File: src/rtl/sdd_pkg.sv
package sdd_pkg;
  typedef enum logic [2:0] {
    ST_NONE     = 3'd0,
    ST_CHARGING = 3'd1,
    ST_IDLE     = 3'd2,
    ST_TEMP     = 3'd3,
    ST_BADCELL  = 3'd4,
    ST_INVALID  = 3'd7
  } state_code_t;
endpackage

File: src/rtl/sdd_sync.sv
module sdd_sync (
  input  logic clk,
  input  logic rst_n,
  input  logic pin_i,
  output logic level_o,
  output logic fall_o,
  output logic rise_o
);
  logic meta_q, sync_q, prev_q;

  always_ff @(posedge clk) begin
    if (!rst_n) begin
      meta_q <= 1'b1;
      sync_q <= 1'b1;
      prev_q <= 1'b1;
    end else begin
      meta_q <= pin_i;
      sync_q <= meta_q;
      prev_q <= sync_q;
    end
  end

  assign level_o = sync_q;
  assign fall_o  = prev_q & ~sync_q;
  assign rise_o  = ~prev_q & sync_q;
endmodule

File: src/rtl/sdd_meter.sv
module sdd_meter #(
  parameter int QUIET = 256,
  parameter int PW    = 10
) (
  input  logic          clk,
  input  logic          rst_n,
  input  logic          level_i,
  input  logic          fall_i,
  input  logic          rise_i,
  output logic          done_o,
  output logic [PW-1:0] per_o,
  output logic [PW-1:0] low_o,
  output logic          steady_o
);
  localparam int QW = $clog2(QUIET + 1);

  logic [QW-1:0] quiet_q;
  logic [PW-1:0] per_q, low_q;
  logic          armed_q;
  logic          edge_w;

  assign edge_w   = fall_i | rise_i;
  assign steady_o = !edge_w && (quiet_q == QW'(QUIET - 1));
  assign done_o   = fall_i & armed_q;
  assign per_o    = per_q;
  assign low_o    = low_q;

  always_ff @(posedge clk) begin
    if (!rst_n) begin
      quiet_q <= '0;
    end else if (edge_w || steady_o) begin
      quiet_q <= '0;
    end else begin
      quiet_q <= quiet_q + 1'b1;
    end
  end

  always_ff @(posedge clk) begin
    if (!rst_n) begin
      armed_q <= 1'b0;
      per_q   <= '0;
      low_q   <= '0;
    end else if (fall_i) begin
      armed_q <= 1'b1;
      per_q   <= PW'(1);
      low_q   <= PW'(1);
    end else if (steady_o) begin
      armed_q <= 1'b0;
    end else if (armed_q) begin
      per_q <= per_q + 1'b1;
      low_q <= low_q + PW'(!level_i);
    end
  end
endmodule

File: src/rtl/sdd_classify.sv
module sdd_classify
  import sdd_pkg::*;
#(
  parameter int PW = 10
) (
  input  logic [PW-1:0] per_i,
  input  logic [PW-1:0] low_i,
  output logic          half_o,
  output state_code_t   code_o
);
  localparam int XW = PW + 6;
  localparam int NNOM = 4;
  localparam logic [4:0] NOM16 [NNOM] = '{5'd1, 5'd15, 5'd2, 5'd14};

  logic [XW-1:0] scaled_low, per_x;
  logic [NNOM-1:0] hit;

  assign scaled_low = XW'(low_i) << 5;
  assign per_x      = XW'(per_i);
  assign half_o     = ({1'b0, low_i, 1'b0} == {2'b00, per_i});

  for (genvar g = 0; g < NNOM; g++) begin : g_nom
    logic [XW-1:0] target, diff;
    assign target = per_x * XW'(2 * NOM16[g]);
    assign diff   = (scaled_low >= target) ? scaled_low - target : target - scaled_low;
    assign hit[g] = diff < per_x;
  end

  always_comb begin
    if (|hit[1:0])      code_o = ST_TEMP;
    else if (|hit[3:2]) code_o = ST_BADCELL;
    else                code_o = ST_INVALID;
  end
endmodule

File: src/rtl/status_duty_decoder.sv
module status_duty_decoder
  import sdd_pkg::*;
#(
  parameter int CARRIER_CYCLES = 5714,
  parameter int QUIET_PERIODS  = 4
) (
  input  logic       clk,
  input  logic       rst_n,
  input  logic       pin_i,
  output logic       rpt_valid_o,
  output logic [2:0] rpt_code_o
);
  localparam int QUIET = CARRIER_CYCLES * QUIET_PERIODS;
  localparam int PW    = $clog2(2 * QUIET + 2);

  logic          level_w, fall_w, rise_w;
  logic          done_w, steady_w, half_w;
  logic [PW-1:0] per_w, low_w;
  state_code_t   cls_w;

  sdd_sync u_sync (
    .clk(clk), .rst_n(rst_n), .pin_i(pin_i),
    .level_o(level_w), .fall_o(fall_w), .rise_o(rise_w)
  );

  sdd_meter #(.QUIET(QUIET), .PW(PW)) u_meter (
    .clk(clk), .rst_n(rst_n), .level_i(level_w),
    .fall_i(fall_w), .rise_i(rise_w),
    .done_o(done_w), .per_o(per_w), .low_o(low_w), .steady_o(steady_w)
  );

  sdd_classify #(.PW(PW)) u_cls (
    .per_i(per_w), .low_i(low_w), .half_o(half_w), .code_o(cls_w)
  );

  always_ff @(posedge clk) begin
    if (!rst_n) begin
      rpt_valid_o <= 1'b0;
      rpt_code_o  <= ST_NONE;
    end else if (done_w && !half_w) begin
      rpt_valid_o <= 1'b1;
      rpt_code_o  <= cls_w;
    end else if (steady_w) begin
      rpt_valid_o <= 1'b1;
      rpt_code_o  <= level_w ? ST_IDLE : ST_CHARGING;
    end else begin
      rpt_valid_o <= 1'b0;
    end
  end
endmodule

File: config.mk
export PLATFORM = sky130hd
export DESIGN_NAME = status_duty_decoder
export DESIGN_NICKNAME = d
export VERILOG_FILES = /design/src/rtl/sdd_pkg.sv /design/src/rtl/sdd_sync.sv /design/src/rtl/sdd_meter.sv /design/src/rtl/sdd_classify.sv /design/src/rtl/status_duty_decoder.sv
export SDC_FILE = /design/constraint.sdc
export NUM_CORES = 1
export LEC_CHECK = 0
export ABC_AREA = 0
export BUFFER_PORTS_ARGS = -buffer_cell sky130_fd_sc_hd__buf_2
export CORE_ASPECT_RATIO = 1.75
export CORE_MARGIN = 3
export CORE_UTILIZATION = 54
export CTS_CLUSTER_SIZE = 40
export DETAILED_ROUTE_END_ITERATION = 10
export PLACE_DENSITY = 0.76
export SLEW_MARGIN = 10
export SYNTH_ARGS = -nofsm -noshare
export SYNTH_HDL_FRONTEND = slang
export SYNTH_HIERARCHICAL = 1
export SYNTH_SLANG_ARGS = --single-unit
export TNS_END_PERCENT = 10
File: constraint.sdc
create_clock -name clk -period 8.82 [get_ports clk]
set_input_delay 0.441 -clock clk [delete_from_list [all_inputs] [get_ports clk]]
set_output_delay 0.441 -clock clk [all_outputs]
set_load 0.05 [all_outputs]
Yosys cells after proc, flatten, opt, wreduce, memory -nomap -nowiden:

Cells that the tools add are included.

* register bits after elaboration: 55
* output and inout port bits: 4
* input bits: 3
* word-level logic and storage cells: 77

* multiplexer cells: 19
* equal/unequal tests: 3
* magnitude comparators: 8
* bitwise operators: 8
* add/subtract/negate cells: 11
* multipliers: 2
* reduce and logical (&&, ||, !) cells: 15

Operators by type and width (number)
* $lt A22 B16 Y1: 4
* $mux W22: 4
* $sub A21 B21 Y22: 4
* $ge A21 B21 Y1: 2
* $sub A17 B21 Y22: 1
* $sub A18 B21 Y22: 1
* $sub A21 B17 Y22: 1
* $sub A21 B18 Y22: 1
* $ge A21 B17 Y1: 1
* $ge A21 B18 Y1: 1
* $mul A16 B4 Y20 const B: 1
* $mul A16 B3 Y19 const B: 1
* $eq A17 B16 Y1: 1
* $add A16 B1 Y16: 1
* $add A16 B1 Y16 const B: 1
* $add A15 B1 Y15 const B: 1
* $eq A15 B15 Y1 const B: 1
* $mux W1: 10
* $mux W3: 3
* $reduce_or A2 Y1: 4
* $reduce_bool A2 Y1: 3
* $mux W2: 2
* $not A1 Y1: 4
* $reduce_and A2 Y1: 2
* other kinds (6): 11

Logic depth before layout (Yosys ltp):

Gate-level depths: netlist of run 1.

* depth after elaboration: 8
* depth in mapped cells: 40
* depth with buffers taken out: 35

Hierarchy:

The synthesis of run 1 kept the hierarchy.

By module, submodules not included
* sdd_classify: area each 9733.1 um^2, cells each 1305, seq. area each 0.0 um^2, instances 1
* sdd_meter: area each 2319.7 um^2, cells each 267, seq. area each 960.9 um^2, instances 1
* status_duty_decoder: area each 171.4 um^2, cells each 17, seq. area each 80.1 um^2, instances 1
* sdd_sync: area each 91.3 um^2, cells each 8, seq. area each 60.1 um^2, instances 1

Least setup slack after synthesis of run 1:

Ideal clock, no wire load.

* path type: reg-to-reg
* from: reg u_meter.per_q[0] (netlist: u_meter/per_o[0])
* to: reg rpt_code_o[1]
* slack: 1.101 ns
* path buffers: 5
* stages on the path, launching flop included: 40
* period minus slack after synthesis: 7.719 ns
* arrival: 7.597 ns
* library setup time: 0.122 ns
* required time: 8.698 ns
* cell sequence: dfxtp_1 > fa_1 > ha_1 > fa_1 > a21o_1 > a21oi_1 > o21bai_1 > a21oi_1 > o21bai_1 > a211oi_1 > nor2_1 > nor2_1 > xor2_1 > inv_1 > ha_1 > clkbuf_1 > and4_1 > buf_2 > [... 4 more ...] > and3_1 > clkbuf_1 > buf_2 > mux2i_1 > a31oi_1 > xnor2_1 > ha_1 > a21oi_1 > nand3_1 > a2111o_1 > o211ai_1 > o211a_1 > nand4_1 > a22o_1 > a221o_1 > buf_4 > o21ai_0 > a31oi_1

* longest elaborated chain between the ends: 8
* elaborated cells between the ends (all ways): 31
* those cells by class: add/sub (8); mul (2); order compare (8); eq/ne (1); mux (7); reduce/logical (5)

RTL lines
* start: declaration: line sdd_meter.sv:18 `logic [PW-1:0] per_q, low_q;`
* start signal: assignment: line sdd_meter.sv:50 `per_q <= per_q + 1'b1;`
* $mul A16 B3 Y19: line sdd_classify.sv:24 `assign target = per_x * XW'(2 * NOM16[g]);`
* $sub A21 B21 Y22 / $ge A21 B21 Y1 (equally long branches): line sdd_classify.sv:25 `assign diff = (scaled_low >= target) ? scaled_low - target : target - scaled_low;`
* $mux W22: line sdd_classify.sv:25
* $lt A22 B16 Y1: line sdd_classify.sv:26 `assign hit[g] = diff < per_x;`
* $reduce_or A2 Y1: line sdd_classify.sv:31 `else if (|hit[3:2]) code_o = ST_BADCELL;`
* $mux W2: line sdd_classify.sv:31
* $mux W3 *: line sdd_classify.sv:30 `if (|hit[1:0]) code_o = ST_TEMP;`
* named net cls_w[1]: line status_duty_decoder.sv:19 `state_code_t cls_w;`
* $mux W3 *: line status_duty_decoder.sv:40 `end else if (done_w && !half_w) begin`
* end signal: assignment: line status_duty_decoder.sv:42 `rpt_code_o <= cls_w;`
* end signal: assignment: line status_duty_decoder.sv:45 `rpt_code_o <= level_w ? ST_IDLE : ST_CHARGING;`
* end: declaration: line status_duty_decoder.sv:11 `output logic [2:0] rpt_code_o`

The timed path passes the listed nets; every way through them passes the cells marked *.
A chain may end at the register's enable or synchronous reset.

Worst setup path after layout of run 1:

* from: reg u_meter.per_q[2] (netlist: u_meter/per_o[2])
* to: reg rpt_code_o[1]

* longest elaborated chain between the ends: 8
* elaborated cells between the ends (all ways): 31
* those cells by class: add/sub (8); mul (2); order compare (8); eq/ne (1); mux (7); reduce/logical (5)

RTL lines (line)
* $mul A16 B3 Y19: sdd_classify.sv:24
* $sub A21 B21 Y22 / $ge A21 B21 Y1 (equally long branches): sdd_classify.sv:25
* $mux W22: sdd_classify.sv:25
* $lt A22 B16 Y1: sdd_classify.sv:26
* $reduce_or A2 Y1: sdd_classify.sv:31
* $mux W2: sdd_classify.sv:31
* $mux W3: sdd_classify.sv:30
* $mux W3: status_duty_decoder.sv:40

Parallel ways exist; a longest one is shown, timed or not.

==> results.txt, run 1 <==
The flow ran to the end, and the final reports show no timing, DRC or antenna violations. Counting the buffers created by CTS gives 5. The floorplan step defined a core boundary enclosing 22300 um2. Summed over all cells, the static leakage comes to 5.86 nW. The fraction of the cycle the final worst path needs came out at 92.6%. The post-synth design cell area is 12300 um2. The largest driver fanout on the critical path came out at 13. The cell area after placement came out at 12600 um2. The share of synthesized area occupied by flip-flops and latches is 8.94%. The number of nets produced by synthesis came out at 1845. The clock sink count is 55.

The max-capacitance violation count is 0. The floorplan step defined a die boundary enclosing 24700 um2. The time the worst path needs with I/O delays and setup came out at 8170 ps. The normalized max-slew margin came out at 49.1%. For the worst flop-to-flop path, the logic depth is 31. From synthesis to final layout, the design area changed by 4.06%.

The number of pins exceeding their max-slew limit in the final report is 0. The clock root buffer is sky130_fd_sc_hd__clkbuf_16. In the final timing run, aggregate negative setup slack is 0 ps. By instance count, the cell type seen most on the critical path is sky130_fd_sc_hd__o21ai_0. The tightest min-delay check is of the in2reg type.

The total track usage came out at 30.4%. STA classifies the critical path startpoint as a register. The deepest clock path buffer count is 2.

The setup path with the least slack is of type reg2reg. The HPWL after detailed placement is 30900 um. Across the routed clock network, the largest skew measured is 9.56 ps.

Global routing finished with a remaining overflow of 0. The via count of the first global-routing pass is 11700. The first global-routing pass estimated 60400 um of wire.

The routed wire length is 37600 um. The average routed wire per standard cell is 20.1 um. Timing would allow up to 122 MHz. The power density normalized to cell area is 80.4 nW/um2.

The repair_antennas step left the layout with diodes totalling 0. The clock latency reported for the late side of the worst-skew pair is 310 ps. On the worst path, the slowest cell contributes a delay of 570 ps. The die width is 120 um. TritonCTS built the clock tree. The instance count after placement with tap cells included is 1862.

The number of levels the H-tree was split into is 2. The net count reported at finish came out at 1821. The count of endpoints failing hold in the final timing report was 0. The actual slew at the worst max-slew pin came out at 764 ps. On the critical path, the stage with the largest delay is an instance of sky130_fd_sc_hd__fa_1. The via count came out at 12000. The share of flip-flops with an asynchronous set or reset is 0%. The netlist uses 93 different library cells. The post-route antenna net violation count came out at 0.

The mean area per synthesized cell came out at 7.71 um2. Pin placement for this block handled 7 I/O pins. Once the clock tree was built, the setup fixing pass inserted 0 buffers.

After layout, the design draws a total of 0.00103 W. The number of port buffers is 6. Setup repair after global routing left no endpoint under its margin. The first-pass iteration count of the detailed router is 6. The number of antenna violations at the first check in global routing came out at 0. In this run the core area contains 72 standard-cell rows. By area the synthesized netlist is led by sky130_fd_sc_hd__ha_1 (21%), sky130_fd_sc_hd__dfxtp_1 (8.9%), sky130_fd_sc_hd__a21oi_1 (6.4%). Of the cells placed in the final design, the portion with a size suffix greater than 1 is 5.46%.

The final-report setup violation count is 0. The DRC violation total after the first TritonRoute iteration came out at 968. The critical path arrival came out at 8390 ps. The cell depth of the worst min-delay path is 2. The initial utilization of the core area, before any placement, comes to 55.3%.

The count of placed standard cells in the final layout, fillers left out came out at 1870. The critical path capture point type is a register. The synthesized design contains 55 register bits.

The area fraction of the dominant cell type after synthesis is 21.3%. The maximum vdd ir drop came out at 0.0765 mV. For this run, the share of the core covered by cells in the final layout is 57.6%. Synthesis produced a netlist whose cell count is 1597. In the routed design, unresolved DRC markers number 0. In the routed layout, each cell is associated on average with a via count of 6.42. The final RePlAce weighted congestion came out at 0.986. The number of warnings reported in the yosys synthesis log came out at 6. The number of flops mapped to enable cells by yosys is 0.

Once layout is done, the placed cells without fillers occupy 12800 um2. The CTS clock-pin slew for the worst setup and hold paths came out at 80 ps. The prevailing post-synth register cell is sky130_fd_sc_hd__dfxtp_1. The largest net degree at the start of global routing is 55. The overall die height is 206 um. The data required time at the worst endpoint came out at 9050 ps. The leading area contributor after synthesis is sky130_fd_sc_hd__ha_1.
[layout by cell type, fill, tap and decap left out, types with 6 or more instances in the layout]
cell type / n
sky130_fd_sc_hd__a2111o_1: 7
sky130_fd_sc_hd__a211oi_1: 19
sky130_fd_sc_hd__a21o_1: 62
sky130_fd_sc_hd__a21oi_1: 157
sky130_fd_sc_hd__a221oi_1: 7
sky130_fd_sc_hd__a31o_2: 6
sky130_fd_sc_hd__a31oi_1: 17
sky130_fd_sc_hd__and2_1: 6
sky130_fd_sc_hd__and3_1: 13
sky130_fd_sc_hd__and4_1: 6
sky130_fd_sc_hd__buf_2: 6
sky130_fd_sc_hd__buf_4: 29
sky130_fd_sc_hd__dfxtp_1: 54
sky130_fd_sc_hd__fa_1: 35
sky130_fd_sc_hd__ha_1: 209
sky130_fd_sc_hd__inv_1: 123
sky130_fd_sc_hd__mux2i_1: 18
sky130_fd_sc_hd__nand2_1: 94
sky130_fd_sc_hd__nand2b_1: 17
sky130_fd_sc_hd__nand3_1: 41
sky130_fd_sc_hd__nand3b_1: 7
sky130_fd_sc_hd__nand4_1: 29
sky130_fd_sc_hd__nor2_1: 98
sky130_fd_sc_hd__nor2b_1: 24
sky130_fd_sc_hd__nor3_1: 36
sky130_fd_sc_hd__nor4_1: 8
sky130_fd_sc_hd__o2111ai_1: 6
sky130_fd_sc_hd__o211ai_1: 18
sky130_fd_sc_hd__o21a_1: 25
sky130_fd_sc_hd__o21ai_0: 54
sky130_fd_sc_hd__o21ai_1: 21
sky130_fd_sc_hd__o21bai_1: 23
sky130_fd_sc_hd__o31a_1: 6
sky130_fd_sc_hd__o31ai_1: 14
sky130_fd_sc_hd__or3_1: 20
sky130_fd_sc_hd__or4_1: 20
sky130_fd_sc_hd__xnor2_1: 76
sky130_fd_sc_hd__xor2_1: 43
[sequential cells by signal, indices dropped and copies added (netlist names)]
signal and flops:
u_sync/level_o 1, u_meter/per_o 16, u_sync/prev_q 1, u_meter/armed_q 1, rpt_code_o 3, u_meter/low_o 16
u_sync/meta_q 1, rpt_valid_o 1, u_meter/quiet_q 15
[cell usage after synthesis, types with 7 or more instances]
library cell	count
sky130_fd_sc_hd__a2111o_1	7
sky130_fd_sc_hd__a211oi_1	20
sky130_fd_sc_hd__a21o_1	63
sky130_fd_sc_hd__a21oi_1	157
sky130_fd_sc_hd__a221oi_1	7
sky130_fd_sc_hd__a31oi_1	19
sky130_fd_sc_hd__and3_1	13
sky130_fd_sc_hd__buf_2	15
sky130_fd_sc_hd__clkbuf_1	43
sky130_fd_sc_hd__dfxtp_1	55
sky130_fd_sc_hd__fa_1	35
sky130_fd_sc_hd__ha_1	210
sky130_fd_sc_hd__inv_1	123
sky130_fd_sc_hd__mux2i_1	18
sky130_fd_sc_hd__nand2_1	94
sky130_fd_sc_hd__nand2b_1	17
sky130_fd_sc_hd__nand3_1	41
sky130_fd_sc_hd__nand3b_1	7
sky130_fd_sc_hd__nand4_1	29
sky130_fd_sc_hd__nor2_1	98
sky130_fd_sc_hd__nor2b_1	24
sky130_fd_sc_hd__nor3_1	36
sky130_fd_sc_hd__nor4_1	8
sky130_fd_sc_hd__o211ai_1	18
sky130_fd_sc_hd__o21a_1	25
sky130_fd_sc_hd__o21ai_0	54
sky130_fd_sc_hd__o21ai_1	21
sky130_fd_sc_hd__o21bai_1	23
sky130_fd_sc_hd__o31ai_1	15
sky130_fd_sc_hd__or3_1	20
sky130_fd_sc_hd__or4_1	20
sky130_fd_sc_hd__xnor2_1	76
sky130_fd_sc_hd__xor2_1	43
[path summary, 6_finish.rpt]
check | slack [ps] | endpoint | startpoint
worst max register to register | 650 | rpt_code_o[1]$_SDFFE_PN0P_ | u_meter/per_o[2]$_SDFFE_PP0P_
worst min register to register | 420 | u_sync/level_o$_SDFF_PN1_ | u_sync/meta_q$_SDFF_PN1_
worst max-delay path | 650 | rpt_code_o[1]$_SDFFE_PN0P_ | u_meter/per_o[2]$_SDFFE_PP0P_
worst min-delay path | 330 | u_sync/meta_q$_SDFF_PN1_ | pin_i
[final cells by class]
type | instances | area (um2)
clock buffer | 5 | 125
tap | 296 | 370
sequential | 55 | 1100
clock inverter | 3 | 33.8
fill | 2127 | 9440
timing repair buffer | 35 | 248
multi-input combinational | 1352 | 10500
inverter | 124 | 465
[critical path: cells and delay by family (launching register included)]
family / cells / cell delay [ps]
AOI/OAI and AO/OA: 18 / 3600
xor gates and xnor gates: 2 / 310
adders and majority gates: 5 / 2170
buffers and inverters: 1 / 250
DFF: 1 / 510
muxes: 1 / 290
and+or+nand+nor: 4 / 990
[power breakdown]
part           switching [W]  internal (W)
Sequential        0.00000435      0.000251
Combinational       0.000303      0.000255
Clock               0.000107      0.000110
[through the flow]
stage / worst slack [ps] / hold WS [ps]
CTS: 367 / 324
finish: 654 / 326
floorplan: 1100 / 386
detailed placement: 436 / 409
global route: 4.38 / 342
global placement: 745 / 389
[repair_timing]
| action | CTS | global route |
|---|---|---|
| hold buffers | 0 | 0 |
| endpoints found under the setup margin | 0 | 3 |
| gates resized for setup | 0 | 6 |
[kinds of logic after synthesis]
kind of cell / after synthesis / synth area share, %
mux: 22 / 1.83
simple gates: 449 / 19.2
buf+inv: 190 / 6.25
xor+xnor: 119 / 8.46
fa+ha+maj: 245 / 27.0
flops: 55 / 8.94
compound gates: 517 / 28.3
[per-layer routing]
| layer | vias up | wire (um) | global-route usage [%] |
|---|---|---|---|
| li1 | 5798 | - | - |
| met1 | 5634 | 14500 | 33.8 |
| met2 | 397 | 18200 | 53.8 |
| met3 | 171 | 1350 | 2.06 |
| met4 | 0 | 3530 | 23.2 |
| met5 | - | 0 | 0 |
Note: power is estimated with default switching activity, not from simulation.
==> run 2: changes to the inputs <==
--- a/config.mk
+++ b/config.mk
@@ -7,12 +7,12 @@
 export LEC_CHECK = 0
 export ABC_AREA = 0
 export BUFFER_PORTS_ARGS = -buffer_cell sky130_fd_sc_hd__buf_2
-export CORE_ASPECT_RATIO = 1.75
+export CORE_ASPECT_RATIO = 0.75
 export CORE_MARGIN = 3
 export CORE_UTILIZATION = 54
 export CTS_CLUSTER_SIZE = 40
 export DETAILED_ROUTE_END_ITERATION = 10
-export PLACE_DENSITY = 0.76
+export PLACE_DENSITY = 0.68
 export SLEW_MARGIN = 10
 export SYNTH_ARGS = -nofsm -noshare
 export SYNTH_HDL_FRONTEND = slang
==> results.txt, run 2 (synthesized netlist as in run 1, its figures left out) <==
The clock sink count is 55 (unchanged). The switching part of the total power was 40.3% (about the same). The core region area is 22200 um2 (-0.10%). The largest net degree at the start of global routing is 55 (unchanged). The final-report setup violation count is 0 (unchanged).

The total chip power came out at 0.00103 W (-0.11%). The actual slew at the worst max-slew pin is 1030 ps (+265 ps). The die width came out at 180 um (+50%).

The post-DP HPWL was 30200 um (-2.2%). The first-pass iteration count of the detailed router is 8 (+2). The final RePlAce weighted congestion was 0.993 (+0.64%).

The slowest stage of the critical path belongs to the cell sky130_fd_sc_hd__fa_1. Setup repair after global routing left no endpoint under its margin. The DRC violation total after the first TritonRoute iteration came to 1143 (+18%). The final standard cell area without fillers came out at 12800 um2 (+0.18%). The total grt overflow came out at 0 (unchanged). The number of levels the H-tree was split into is 2 (unchanged). The sum of negative setup slack is 0 ps (unchanged). The net switching power came out at 0.000414 W (-0.15%).

The part of the total power dissipated in combinational logic came out at 54.1% (about the same). The average routed wire per standard cell came to 20.0 um (-0.36%). The kind of launch point of the worst setup path is a register. The number of buffers created by CTS came out at 5 (unchanged).

The deepest clock path buffer count was 2 (unchanged). The number of pins exceeding their max-slew limit in the final report is 0 (unchanged). The overall die height came out at 137 um (-34%). The starting density of the core is 55.4% (+0.056 points). The count of buffering cells on the critical path with inverters included was 2 (+1). The max-capacitance violation count was 0 (unchanged). Leaving out fill and tap cells, the most frequent cell in the layout is sky130_fd_sc_hd__ha_1.

The cell area after placement is 12700 um2 (+0.28%). The routed wire length came out at 37500 um (-0.15%). The via count of the first global-routing pass came out at 11100 (-5.1%). The fraction of layout cells with a size suffix above 1 is 5.64% (+0.17 points). The time the worst path needs with I/O delays and setup came out at 8220 ps (+53.2 ps). The count of endpoints failing hold in the final timing report came out at 0 (unchanged).

The delay of the slowest cell on the worst path is 500 ps (-70 ps). The worst hold path class is in2reg. The via density per instance came out at 6.48 (+0.99%). The number of antenna violations at the first check in global routing came out at 0 (unchanged). The clock root buffer is sky130_fd_sc_hd__clkbuf_16. The leakage power came out at 5.88 nW (+0.32%). The via count is 12100 (+1.2%). Broken down by cell family, the worst path's largest delay share belongs to compound AO/OA/AOI/OAI gates. The CTS clock-pin slew for the worst setup and hold paths is 80 ps (about the same).

The clock latency reported for the late side of the worst-skew pair is 310 ps (about the same). The flow ran to the end, and the final reports show no timing, DRC or antenna violations. The clock network fraction of design power came out at 21.1% (about the same). The cell-internal power came out at 0.000615 W (about the same). The maximum vdd ir drop is 0.0741 mV (-3.2%). The data required time at the worst endpoint came out at 9020 ps (-30 ps).

The net count reported at finish came to 1826 (+0.27%). The number of buffers inserted for hold repair after clock tree synthesis is 0 (unchanged). The top achievable clock speed came out at 122 MHz (-0.65%). The post-route antenna net violation count came out at 0 (unchanged). The fraction of the cycle the final worst path needs came to 93.2% (+0.60 points). The critical path arrival is 8420 ps (+30 ps). The worst setup path is captured at a register.

The number of placement rows came out at 47 (-35%). The wire length of the first global-routing pass came out at 58900 um (-2.5%). The area enclosed by the die boundary is 24700 um2 (-0.22%). The clock skew after layout is 6.55 ps (-3.01 ps). The total track usage was 29.6% (-0.86 points). The boundary pin count is 7 (unchanged). In the layout the commonest cells are sky130_fd_sc_hd__ha_1 (210), sky130_fd_sc_hd__a21oi_1 (157), sky130_fd_sc_hd__inv_1 (123). The number of port buffers was 6 (unchanged). The worst-case hold slack is 357 ps (+31.7 ps). TritonCTS built the clock tree. The worst setup path is of the reg2reg kind. The power density normalized to cell area came out at 80.1 nW/um2 (-0.29%). The count of unresolved DRC violations after routing is 0 (unchanged).

The relative contribution of sequential cells to total power was 24.8% (about the same). The layout overhead on the synthesized area is 4.25%. The largest driver fanout on the critical path is 21 (+8). The normalized max-slew margin is 31.2% (-18 points).
-- run 2: cell types whose count changed in the layout (fill, tap and decap cells not counted), sizes merged --
cell,previous run,this run
diode,0,1
clkinv,2,1
clkinvlp,0,1
buf,35,40
-- run 2: layout make-up --
class                      instances  area, um2
tap                              294        368
sequential                        55       1100
timing repair buffer              40        285
fill                            2110       9390
inverter                         124        465
antenna                            1       2.50
clock buffer                       5        125
multi-input combinational       1352      10500
clock inverter                     3       27.5
-- run 2: worst reg2reg max path, delay by kind of cell (launching register included) --
kind | cells | cell delay, ps
AOI/OAI and AO/OA | 18 | 3870
xor gates and xnor gates | 2 | 360
adders and majority gates | 5 | 1880
buffers and inverters | 2 | 280
DFF | 1 | 470
muxes | 1 | 140
and+or+nand+nor | 7 | 1110
-- run 2: per-stage QoR --
step	setup slack (ps)	utilization (%)	cells
detailed placement	548	57.0	1865
CTS	514	57.7	1873
finish	601	57.8	1874
global route	23.6	57.7	1873
global placement	622	57.0	1865
floorplan	1100	-	1597
-- run 2: layer usage --
metal / GRT usage (%) / routed length, um
met4: 6.60 / 692
met5: 0 / 0
met2: 47.7 / 16200
met1: 42.7 / 17500
met3: 3.37 / 3190
-- run 2: path summary, 6_finish.rpt --
path | cells after the start | start | slack, ps | to
worst max-delay path | 35 | u_meter/per_o[2]$_SDFFE_PP0P_ | 600 | rpt_code_o[1]$_SDFFE_PN0P_
worst min-delay path | 2 | pin_i | 360 | u_sync/meta_q$_SDFF_PN1_
worst max register to register | 35 | u_meter/per_o[2]$_SDFFE_PP0P_ | 600 | rpt_code_o[1]$_SDFFE_PN0P_
worst min register to register | 1 | u_sync/meta_q$_SDFF_PN1_ | 430 | u_sync/level_o$_SDFF_PN1_
-- run 2: repair_timing --
item | CTS | global route
endpoints found under the setup margin | 0 | 2
resized for setup | 0 | 4
setup buffers | 0 | 0
-- run 2: power groups by stage --
stage	sequential [W]	combinational [W]	clock, W
2_1_floorplan	0.000261	0.000435	0
3_3_place_gp	0.000260	0.000532	0
3_5_place_dp	0.000261	0.000546	0
4_1_cts	0.000255	0.000548	0.000221
5_1_grt	0.000255	0.000617	0.000230
6_report	0.000255	0.000557	0.000217
